[src/rtl/tia_pkg.sv]
// Shared encodings for the trap interrupt arbiter.
// Assumes exactly seven interrupt types; code = type + 1, code 0 = none.
package tia_pkg;
    localparam int NTYPES = 7;
    localparam int TYPE_W = 3;

    typedef enum logic [TYPE_W-1:0] {
        T_TLZERO = 3'd0,
        T_HTICK  = 3'd1,
        T_IVEC   = 3'd2,
        T_CPUMQ  = 3'd3,
        T_DEVMQ  = 3'd4,
        T_SOFT   = 3'd5,
        T_RESERR = 3'd6
    } irq_type_e;

    typedef enum logic [2:0] {
        C_NONE   = 3'd0,
        C_TLZERO = 3'd1,
        C_HTICK  = 3'd2,
        C_IVEC   = 3'd3,
        C_CPUMQ  = 3'd4,
        C_DEVMQ  = 3'd5,
        C_SOFT   = 3'd6,
        C_RESERR = 3'd7
    } irq_code_e;
endpackage

[src/rtl/tia_pending_bank.sv]
// Pending-vector storage: one register per type plus its summary bit.
// Assumes single-bit post/clear per cycle; clear beats post; clear-all and
// reset beat both. Type numbers beyond NTYPES-1 match no register.
module tia_pending_bank
    import tia_pkg::*;
#(
    parameter int VEC_W = 64,
    localparam int IDX_W = $clog2(VEC_W)
) (
    input  logic                          clk,
    input  logic                          rst_n,
    input  logic                          post_en,
    input  logic [TYPE_W-1:0]             post_type,
    input  logic [IDX_W-1:0]              post_idx,
    input  logic                          clr_en,
    input  logic [TYPE_W-1:0]             clr_type,
    input  logic [IDX_W-1:0]              clr_idx,
    input  logic                          clr_all,
    output logic [NTYPES-1:0][VEC_W-1:0]  pend_q,
    output logic [NTYPES-1:0]             summary_q
);
    for (genvar t = 0; t < NTYPES; t++) begin : g_type
        logic [VEC_W-1:0] set_m;
        logic [VEC_W-1:0] clr_m;
        logic [VEC_W-1:0] nxt;
        logic [VEC_W-1:0] vec_r;
        logic             sum_r;

        // decode this type's set and clear masks
        assign set_m = (post_en && post_type == TYPE_W'(t)) ? (VEC_W'(1) << post_idx) : '0;
        assign clr_m = (clr_en  && clr_type  == TYPE_W'(t)) ? (VEC_W'(1) << clr_idx)  : '0;
        assign nxt   = (vec_r | set_m) & ~clr_m;

        // register the vector and its summary bit
        always_ff @(posedge clk) begin
            if (!rst_n || clr_all) begin
                vec_r <= '0;
                sum_r <= 1'b0;
            end else begin
                vec_r <= nxt;
                sum_r <= |nxt;
            end
        end

        assign pend_q[t]    = vec_r;
        assign summary_q[t] = sum_r;
    end
endmodule

[src/rtl/tia_soft_level.sv]
// Soft-interrupt level encoder.
// Bit 0 or bit 16 forces level 14; otherwise highest set bit in 15..1, else 0.
// Assumes VEC_W >= 17.
module tia_soft_level #(
    parameter int VEC_W = 64,
    parameter int LVL_W = 4
) (
    input  logic [VEC_W-1:0] soft_vec,
    output logic [LVL_W-1:0] level
);
    localparam int TOP_BIT   = (1 << LVL_W) - 1;
    localparam int FORCE_LVL = TOP_BIT - 1;
    localparam int ALIAS_BIT = TOP_BIT + 1;

    // priority-encode bits TOP_BIT..1, then apply the forced level
    always_comb begin
        level = '0;
        for (int b = 1; b <= TOP_BIT; b++) begin
            if (soft_vec[b]) level = LVL_W'(b);
        end
        if (soft_vec[0] || soft_vec[ALIAS_BIT]) level = LVL_W'(FORCE_LVL);
    end
endmodule

[src/rtl/tia_select.sv]
// Mode-dependent priority selector working on the registered summary word.
// Privileged: only with enable, tick match then interrupt vector.
// Unprivileged: trap-level-zero, tick match, interrupt vector always;
// then mondos, soft, resumable error only with enable.
module tia_select
    import tia_pkg::*;
#(
    parameter int LVL_W = 4
) (
    input  logic [NTYPES-1:0] summary,
    input  logic              hpriv,
    input  logic              ie,
    input  logic [LVL_W-1:0]  soft_level,
    output logic [2:0]        code,
    output logic [LVL_W-1:0]  level
);
    irq_code_e win;

    // walk the order for the current mode and stop at the first pending type
    always_comb begin
        win = C_NONE;
        if (hpriv) begin
            if (ie) begin
                if      (summary[T_HTICK]) win = C_HTICK;
                else if (summary[T_IVEC])  win = C_IVEC;
            end
        end else begin
            if      (summary[T_TLZERO])      win = C_TLZERO;
            else if (summary[T_HTICK])       win = C_HTICK;
            else if (summary[T_IVEC])        win = C_IVEC;
            else if (ie) begin
                if      (summary[T_CPUMQ])   win = C_CPUMQ;
                else if (summary[T_DEVMQ])   win = C_DEVMQ;
                else if (summary[T_SOFT])    win = C_SOFT;
                else if (summary[T_RESERR])  win = C_RESERR;
            end
        end
    end

    assign code  = win;
    assign level = (win == C_SOFT) ? soft_level : '0;
endmodule

[src/rtl/trap_irq_arbiter.sv]
// Top: pending storage, soft-level encoder, priority selector, read port.
// Assumes single-threaded use; outputs are combinational from registered state.
module trap_irq_arbiter
    import tia_pkg::*;
#(
    parameter int VEC_W = 64,
    localparam int IDX_W = $clog2(VEC_W),
    localparam int LVL_W = 4
) (
    input  logic              clk,
    input  logic              rst_n,
    input  logic              post_en,
    input  logic [TYPE_W-1:0] post_type,
    input  logic [IDX_W-1:0]  post_idx,
    input  logic              clr_en,
    input  logic [TYPE_W-1:0] clr_type,
    input  logic [IDX_W-1:0]  clr_idx,
    input  logic              clr_all,
    input  logic              hpriv,
    input  logic              ie,
    input  logic [TYPE_W-1:0] rd_type,
    output logic [VEC_W-1:0]  rd_vec,
    output logic [NTYPES-1:0] pend_summary,
    output logic              any_pend,
    output logic [2:0]        sel_code,
    output logic [LVL_W-1:0]  sel_level
);
    logic [NTYPES-1:0][VEC_W-1:0] pend_q;
    logic [LVL_W-1:0]             soft_lvl;

    tia_pending_bank #(.VEC_W(VEC_W)) bank_i (
        .clk       (clk),
        .rst_n     (rst_n),
        .post_en   (post_en),
        .post_type (post_type),
        .post_idx  (post_idx),
        .clr_en    (clr_en),
        .clr_type  (clr_type),
        .clr_idx   (clr_idx),
        .clr_all   (clr_all),
        .pend_q    (pend_q),
        .summary_q (pend_summary)
    );

    tia_soft_level #(.VEC_W(VEC_W), .LVL_W(LVL_W)) lvl_i (
        .soft_vec (pend_q[T_SOFT]),
        .level    (soft_lvl)
    );

    tia_select #(.LVL_W(LVL_W)) sel_i (
        .summary    (pend_summary),
        .hpriv      (hpriv),
        .ie         (ie),
        .soft_level (soft_lvl),
        .code       (sel_code),
        .level      (sel_level)
    );

    // read port mux; unmatched type numbers read zero
    always_comb begin
        rd_vec = '0;
        for (int t = 0; t < NTYPES; t++) begin
            if (rd_type == TYPE_W'(t)) rd_vec = pend_q[t];
        end
    end

    assign any_pend = |pend_summary;
endmodule

[config.mk]
export PLATFORM = sky130hd
export DESIGN_NAME = trap_irq_arbiter
export DESIGN_NICKNAME = d
export VERILOG_FILES = /design/src/rtl/tia_pkg.sv /design/src/rtl/tia_pending_bank.sv /design/src/rtl/tia_soft_level.sv /design/src/rtl/tia_select.sv /design/src/rtl/trap_irq_arbiter.sv
export SDC_FILE = /design/constraint.sdc
export NUM_CORES = 1
export LEC_CHECK = 0
export BUFFER_PORTS_ARGS = -buffer_cell sky130_fd_sc_hd__clkbuf_2
export CORE_ASPECT_RATIO = 1.5
export CORE_MARGIN = 2
export CORE_UTILIZATION = 43
export DETAILED_ROUTE_END_ITERATION = 10
export PLACE_DENSITY_LB_ADDON = 0.05
export REMOVE_ABC_BUFFERS = 1
export SLEW_MARGIN = 40
export SYNTH_ARGS = -nofsm -noshare
export SYNTH_HDL_FRONTEND = slang
export SYNTH_SLANG_ARGS = --single-unit
export TNS_END_PERCENT = 20
[constraint.sdc]
create_clock -name clk -period 3.1 [get_ports clk]
set_input_delay 0.31 -clock clk [delete_from_list [all_inputs] [get_ports clk]]
set_output_delay 0.31 -clock clk [all_outputs]
set_load 0.01 [all_outputs]
## Word-level counts from Yosys, hierarchy flattened

Cells that the tools add are included.

| word-level totals | value |
|---|---|
| bits of input ports | 28 |
| output and inout port bits | 79 |
| register bits | 455 |
| logic and storage cells | 134 |

| operators by class | value |
|---|---|
| muxes and demuxes | 50 |
| equal/unequal tests | 19 |
| bitwise gates (word level) | 21 |
| shift operators | 2 |
| reductions and logical operators | 28 |

Operator list:

| operator | number |
|---|---|
| 64-bit two-way mux | 21 |
| 64-bit AND | 7 |
| 64-bit NOT | 7 |
| 64-bit bitwise OR | 7 |
| 64-bit OR reduction | 7 |
| 1-bit by 6-bit left shift with 64-bit output, first input constant | 2 |
| 3-bit two-way mux | 15 |
| 4-bit two-way mux | 10 |
| 3-bit equality test, second input constant | 10 |
| 3-bit by 2-bit equality test with 1-bit output, second input constant | 6 |
| 1-bit logical AND | 14 |
| 3-bit by 1-bit equality test with 1-bit output, second input constant | 3 |
| 3-bit logical NOT | 3 |
| 7-bit OR reduction | 1 |
| 2-bit two-way mux | 3 |
| 1-bit logical OR | 2 |
| 1-bit logical NOT | 1 |
| 1-bit two-way mux | 1 |

## Depth between registers and ports, before layout

| logic depth | value |
|---|---|
| word-level depth | 17 |
| mapped depth | 10 |
| mapped depth without buffers | 7 |

## Cells and area by module

Synthesis repeated with hierarchy kept, for this count alone.

| second synthesis, totals | value |
|---|---|
| cell total of the unflattened synthesis | 3,102 |
| area, all modules | 24,971.4 sq um |

Modules (own cells, without submodules):

| module | cells each | sequential area each (sq um) | area each (sq um) | instances |
|---|---|---|---|---|
| tia_pending_bank | 2,445 | 9,108.7 | 20,174.3 | 1 |
| trap_irq_arbiter | 604 | 0.0 | 4,489.3 | 1 |
| tia_select | 27 | 0.0 | 157.7 | 1 |
| tia_soft_level | 26 | 0.0 | 150.1 | 1 |

## Least setup slack after synthesis

OpenSTA, ideal clock, no wires.

| timing | value |
|---|---|
| path kind | register to output |
| start point | reg bank_i.g_type[2].sum_r |
| end point | out sel_level[0] |
| path buffers | 0 |
| stages on the path, launching flop included | 5 |
| data arrival time | 1.992 ns |
| data required time | 2.790 ns |
| setup slack | 0.798 ns |
| path through | dfxtp_1 -> nor3_1 -> nor4bb_1 -> o2111ai_1 -> a2111oi_0 |

| between the ends | value |
|---|---|
| longest elaborated chain between the ends | 6 |
| elaborated cells between the ends (all ways) | 9 |
| classes of those cells | eq/ne: 1; mux: 8 |

Ends and longest elaborated chain:

| element | RTL line | source |
|---|---|---|
| start: declaration | tia_pending_bank.sv:27 | `logic sum_r;` |
| start signal: assignment | tia_pending_bank.sv:41 | `sum_r <= \|nxt;` |
| 3-bit two-way mux | tia_select.sv:30 | `else if (summary[T_IVEC]) win = C_IVEC;` |
| 3-bit two-way mux | tia_select.sv:29 | `else if (summary[T_HTICK]) win = C_HTICK;` |
| 3-bit two-way mux | tia_select.sv:28 | `if (summary[T_TLZERO]) win = C_TLZERO;` |
| 3-bit two-way mux | tia_select.sv:22 | `if (hpriv) begin` |
| via sel_code[2] | trap_irq_arbiter.sv:25 | `output logic [2:0] sel_code,` |
| 3-bit equality test | tia_select.sv:41 | `assign level = (win == C_SOFT) ? soft_level : '0;` |
| 4-bit two-way mux | tia_select.sv:41 |  |
| end: declaration | trap_irq_arbiter.sv:26 | `output logic [LVL_W-1:0] sel_level` |

The timed path passes the listed nets, and every way through them passes these cells.

## Worst setup path in the final report

| timing | value |
|---|---|
| start point | reg bank_i.g_type[2].sum_r |
| end point | out sel_level[0] |

| between the ends | value |
|---|---|
| longest elaborated chain between the ends | 6 |
| elaborated cells between the ends (all ways) | 9 |
| classes of those cells | eq/ne: 1; mux: 8 |

Ends and longest elaborated chain:

| element | RTL line |
|---|---|
| 3-bit two-way mux / 2-bit two-way mux (equally long branches) | tia_select.sv:30, tia_select.sv:25 |
| 3-bit two-way mux (on tied branches) | tia_select.sv:29, tia_select.sv:24 |
| 3-bit two-way mux (on tied branches) | tia_select.sv:28, tia_select.sv:23 |
| 3-bit two-way mux * | tia_select.sv:22 |
| 3-bit equality test * | tia_select.sv:41 |
| 4-bit two-way mux * | tia_select.sv:41 |

Every way passes the cells marked *; elsewhere a longest branch is shown, timed or not.

==> summary.txt <==
Run status
  – Run status: completed

Cells and area
  – Number of fill cells: ~5200
  – Share of cells above drive strength 1: 14.4%
  – Leading cell types in the layout, fill and taps excluded: 834 x nor2_1, 455 x dfxtp_1, 331 x o22ai_1, 191 x buf_4, 188 x nand2_1
  – Most common cell after layout, fill and taps aside: nor2_1
  – Area grow syn2layout: 19.2%
  – Nets@finish: approximately 3200

Synth
  – Gate Count Post-Synth: 3014
  – EDFF count, synth: 0
  – Post-synth top area share: 40.3%
  – Synth top area cells: dfxtp_1 40%, nor2_1 14%, o22ai_1 9.2%, mux2i_1 5.7%, a21oi_1 4.1%
  – Netlist Area Pre-Place: 0.0226 mm2
  – Async SR Flop Fraction: 0%
  – Synthesis Warnings: 0
  – #FFs+latches synth: 455
  – Synth area leader: dfxtp_1
  – Cell variety after synth: 56
  – Mean post-synth cell area: 7.49 um2
  – Most used flip-flop cell after synthesis: dfxtp_1
  – Sequential-to-total area share from yosys stat: roughly 40%

CTS
  – Num CTS Buffers: 48
  – Post-cts resize count: 3
  – Clock transition at path regs: ~0.060 ns
  – CTS Buffer Depth: 3
  – TritonCTS clock tree: built
  – Post-CTS Setup Bufs: 0
  – # hold bufs at CTS: 0
  – Clock Latency Late Sink: around 0.60 ns
  – CTS root buffer: clkbuf_16
  – H-tree Lvls: 2
  – Total clock sinks: 455

STA
  – Slew Limit Headroom: between 30% and 40%
  – Final Hold Fails: 0
  – Final Skew: ~0.028 ns
  – Count of pins over their slew limit: 0
  – Setup violations, final: 0
  – Setup WS post-layout: 0.119 ns
  – Setup TNS: 0 ns
  – Worst slew pin tran: 0.901 ns
  – Peak Freq: approximately 340 MHz
  – Final worst-path cycle share: 96.2%
  – Tmin final: 2.98 ns
  – RSZ-0062 raised after global routing: no

Power and ir drop
  – Peak supply drop: 0.372 mV
  – P per Cell Area: 487 mW/mm2
  – Gate power share: 7.4%
  – Static Leak: 0.0100 uW
  – Switching share of power: 25.2%
  – Switching power: 3300 uW
  – Clock share of power: 47.9%
  – Sequential power share: 44.7%
  – Internal: 9800 uW

Placement
  – Port-buffer cells: 106
  – Dpl ws: -0.290 ns
  – GPL Wtd Cong: between 0.9 and 1
  – Post-DP HPWL: 76500 um

Floorplan
  – Die width: 191 um
  – # rows: 102
  – Initial core utilization: 43.6%
  – Die area: 0.0544 mm2
  – Die Height: 285 um
  – Core area: 0.0518 mm2
  – Top Ports: 107

Routing
  – Starting DRT DRC Count: 2472
  – Post-DR wirelength/cell: 28.0 um
  – Total wire length: approximately 110000 um
  – Post-route DRC: 0
  – Via count: 25100
  – ANT nets after route: 0
  – Vias per cell: 6.51
  – DRT Pass-1 Iters: 6

Global routing
  – Total GRT Usage: 38.6%
  – Total gr overflow: 0
  – First-pass GRT wire length: 157000 um
  – Pin count of the biggest net entering global routing: 125
  – Vias in the first global route: 24100
  – Initial antenna violation count: 4

Critical path
  – CP Capture Type: primary output
  – CP max FO: 5
  – Critical path type: flip-flop to primary output
  – Critical Path AT: 2.67 ns
  – CP required: between 2 and 3 ns
  – Critical path launch point type: flip-flop
  – Reg2Reg Setup Slack: roughly 0.70 ns

Run
  – Max-cap violation count: 0

Worst hold path
  – Hold Path Class: primary input to flip-flop
-- critical path, cell delays in order, from the launching register on --
cell and delay, ns:
dfxtp_1 0.40, nor3_1 0.31, nor4bb_2 0.45, o2111ai_2 0.27
a2111oi_2 0.36, buf_4 0.17, clkbuf_2 0.13
-- synthesized netlist by cell type, types with 8 or more instances --
library cell / n
nor2_1: 836
dfxtp_1: 455
o22ai_1: 331
clkbuf_1: 192
nand2_1: 190
a21oi_1: 187
mux2i_1: 128
nor2b_1: 123
a31oi_1: 118
nand4_1: 91
o21ai_0: 67
a221o_1: 64
nor4_1: 51
buf_1: 32
buf_2: 28
nor3_1: 16
buf_4: 11
nand3_1: 8
-- per-stage QoR --
step | cell area, um2 | std cells | total power (uW) | util (%) | hold WS, ns
2_1_floorplan | 21500 | 2751 | 6310 | - | 0.477
3_3_place_gp | 25100 | 3758 | 6900 | 48.5 | 0.490
3_5_place_dp | 25200 | 3759 | 6910 | 48.6 | 0.503
4_1_cts | 26900 | 3847 | 13100 | 51.9 | 0.319
5_1_grt | 26900 | 3847 | 13400 | 51.9 | 0.378
6_report | 26900 | 3849 | 13100 | 51.9 | 0.336
-- kinds of logic (layout without fill, tap and decap cells) --
| kind of cell | count (synthesis) | in the layout | synth area share [%] |
|---|---|---|---|
| muxes | 128 | 128 | 5.67 |
| DFF | 455 | 455 | 40.3 |
| and+or+nand+nor | 1382 | 1382 | 27.8 |
| buffers and inverters | 269 | 426 | 4.81 |
| AOI/OAI and AO/OA | 780 | 780 | 21.4 |
| other | 0 | 2 | 0 |
-- path summary, 6_finish.rpt --
| kind | startpoint | to | cells past startpoint |
|---|---|---|---|
| setup / recovery | bank_i.g_type[2].sum_r$_SDFF_PP0_ | sel_level[0] | 6 |
| hold / removal | post_idx[5] | bank_i.g_type[2].vec_r[28]$_SDFF_PP0_ | 5 |
| setup reg to reg | bank_i.g_type[2].vec_r[26]$_SDFF_PP0_ | bank_i.g_type[2].sum_r$_SDFF_PP0_ | 7 |
| hold reg to reg | bank_i.g_type[1].vec_r[52]$_SDFF_PP0_ | bank_i.g_type[1].vec_r[52]$_SDFF_PP0_ | 2 |
-- layer usage --
| layer | share of wire [%] | track usage, % | wire length [um] | vias to the layer above |
|---|---|---|---|---|
| li1 | - | - | - | 11000 |
| met1 | 37 | 44.9 | 39700 | 12100 |
| met2 | 47 | 63.5 | 50500 | 1501 |
| met3 | 8.1 | 6.79 | 8690 | 388 |
| met4 | 8.2 | 27.5 | 8900 | 8 |
| met5 | 0.048 | 0 | 52 | - |
-- sequential cells by signal, summed over array words and instances, names as in the netlist --
register,count
bank_i.g_type.sum_r,7
bank_i.g_type.vec_r,448
-- power by group through the flow --
stage	clock network [uW]	logic [uW]	registers, uW
2_1_floorplan	0	322	5990
3_3_place_gp	0	916	5990
3_5_place_dp	0	926	5990
4_1_cts	6310	928	5860
5_1_grt	6530	980	5850
6_report	6280	963	5860
-- cell type report --
class | count | area [um2] | area share, %
Inverter | 6 | 22.5 | 0.0837
Timing Repair Buffer | 332 | 2700 | 10.0
Clock inverter | 13 | 205 | 0.762
Tap cell | 676 | 846 | 3.14
Multi-Input combinational cell | 2290 | 12500 | 46.6
Antenna cell | 2 | 5.00 | 0.0186
Sequential cell | 455 | 9110 | 33.8
Clock buffer | 75 | 1490 | 5.52
Note: power is estimated with default switching activity, not from simulation.
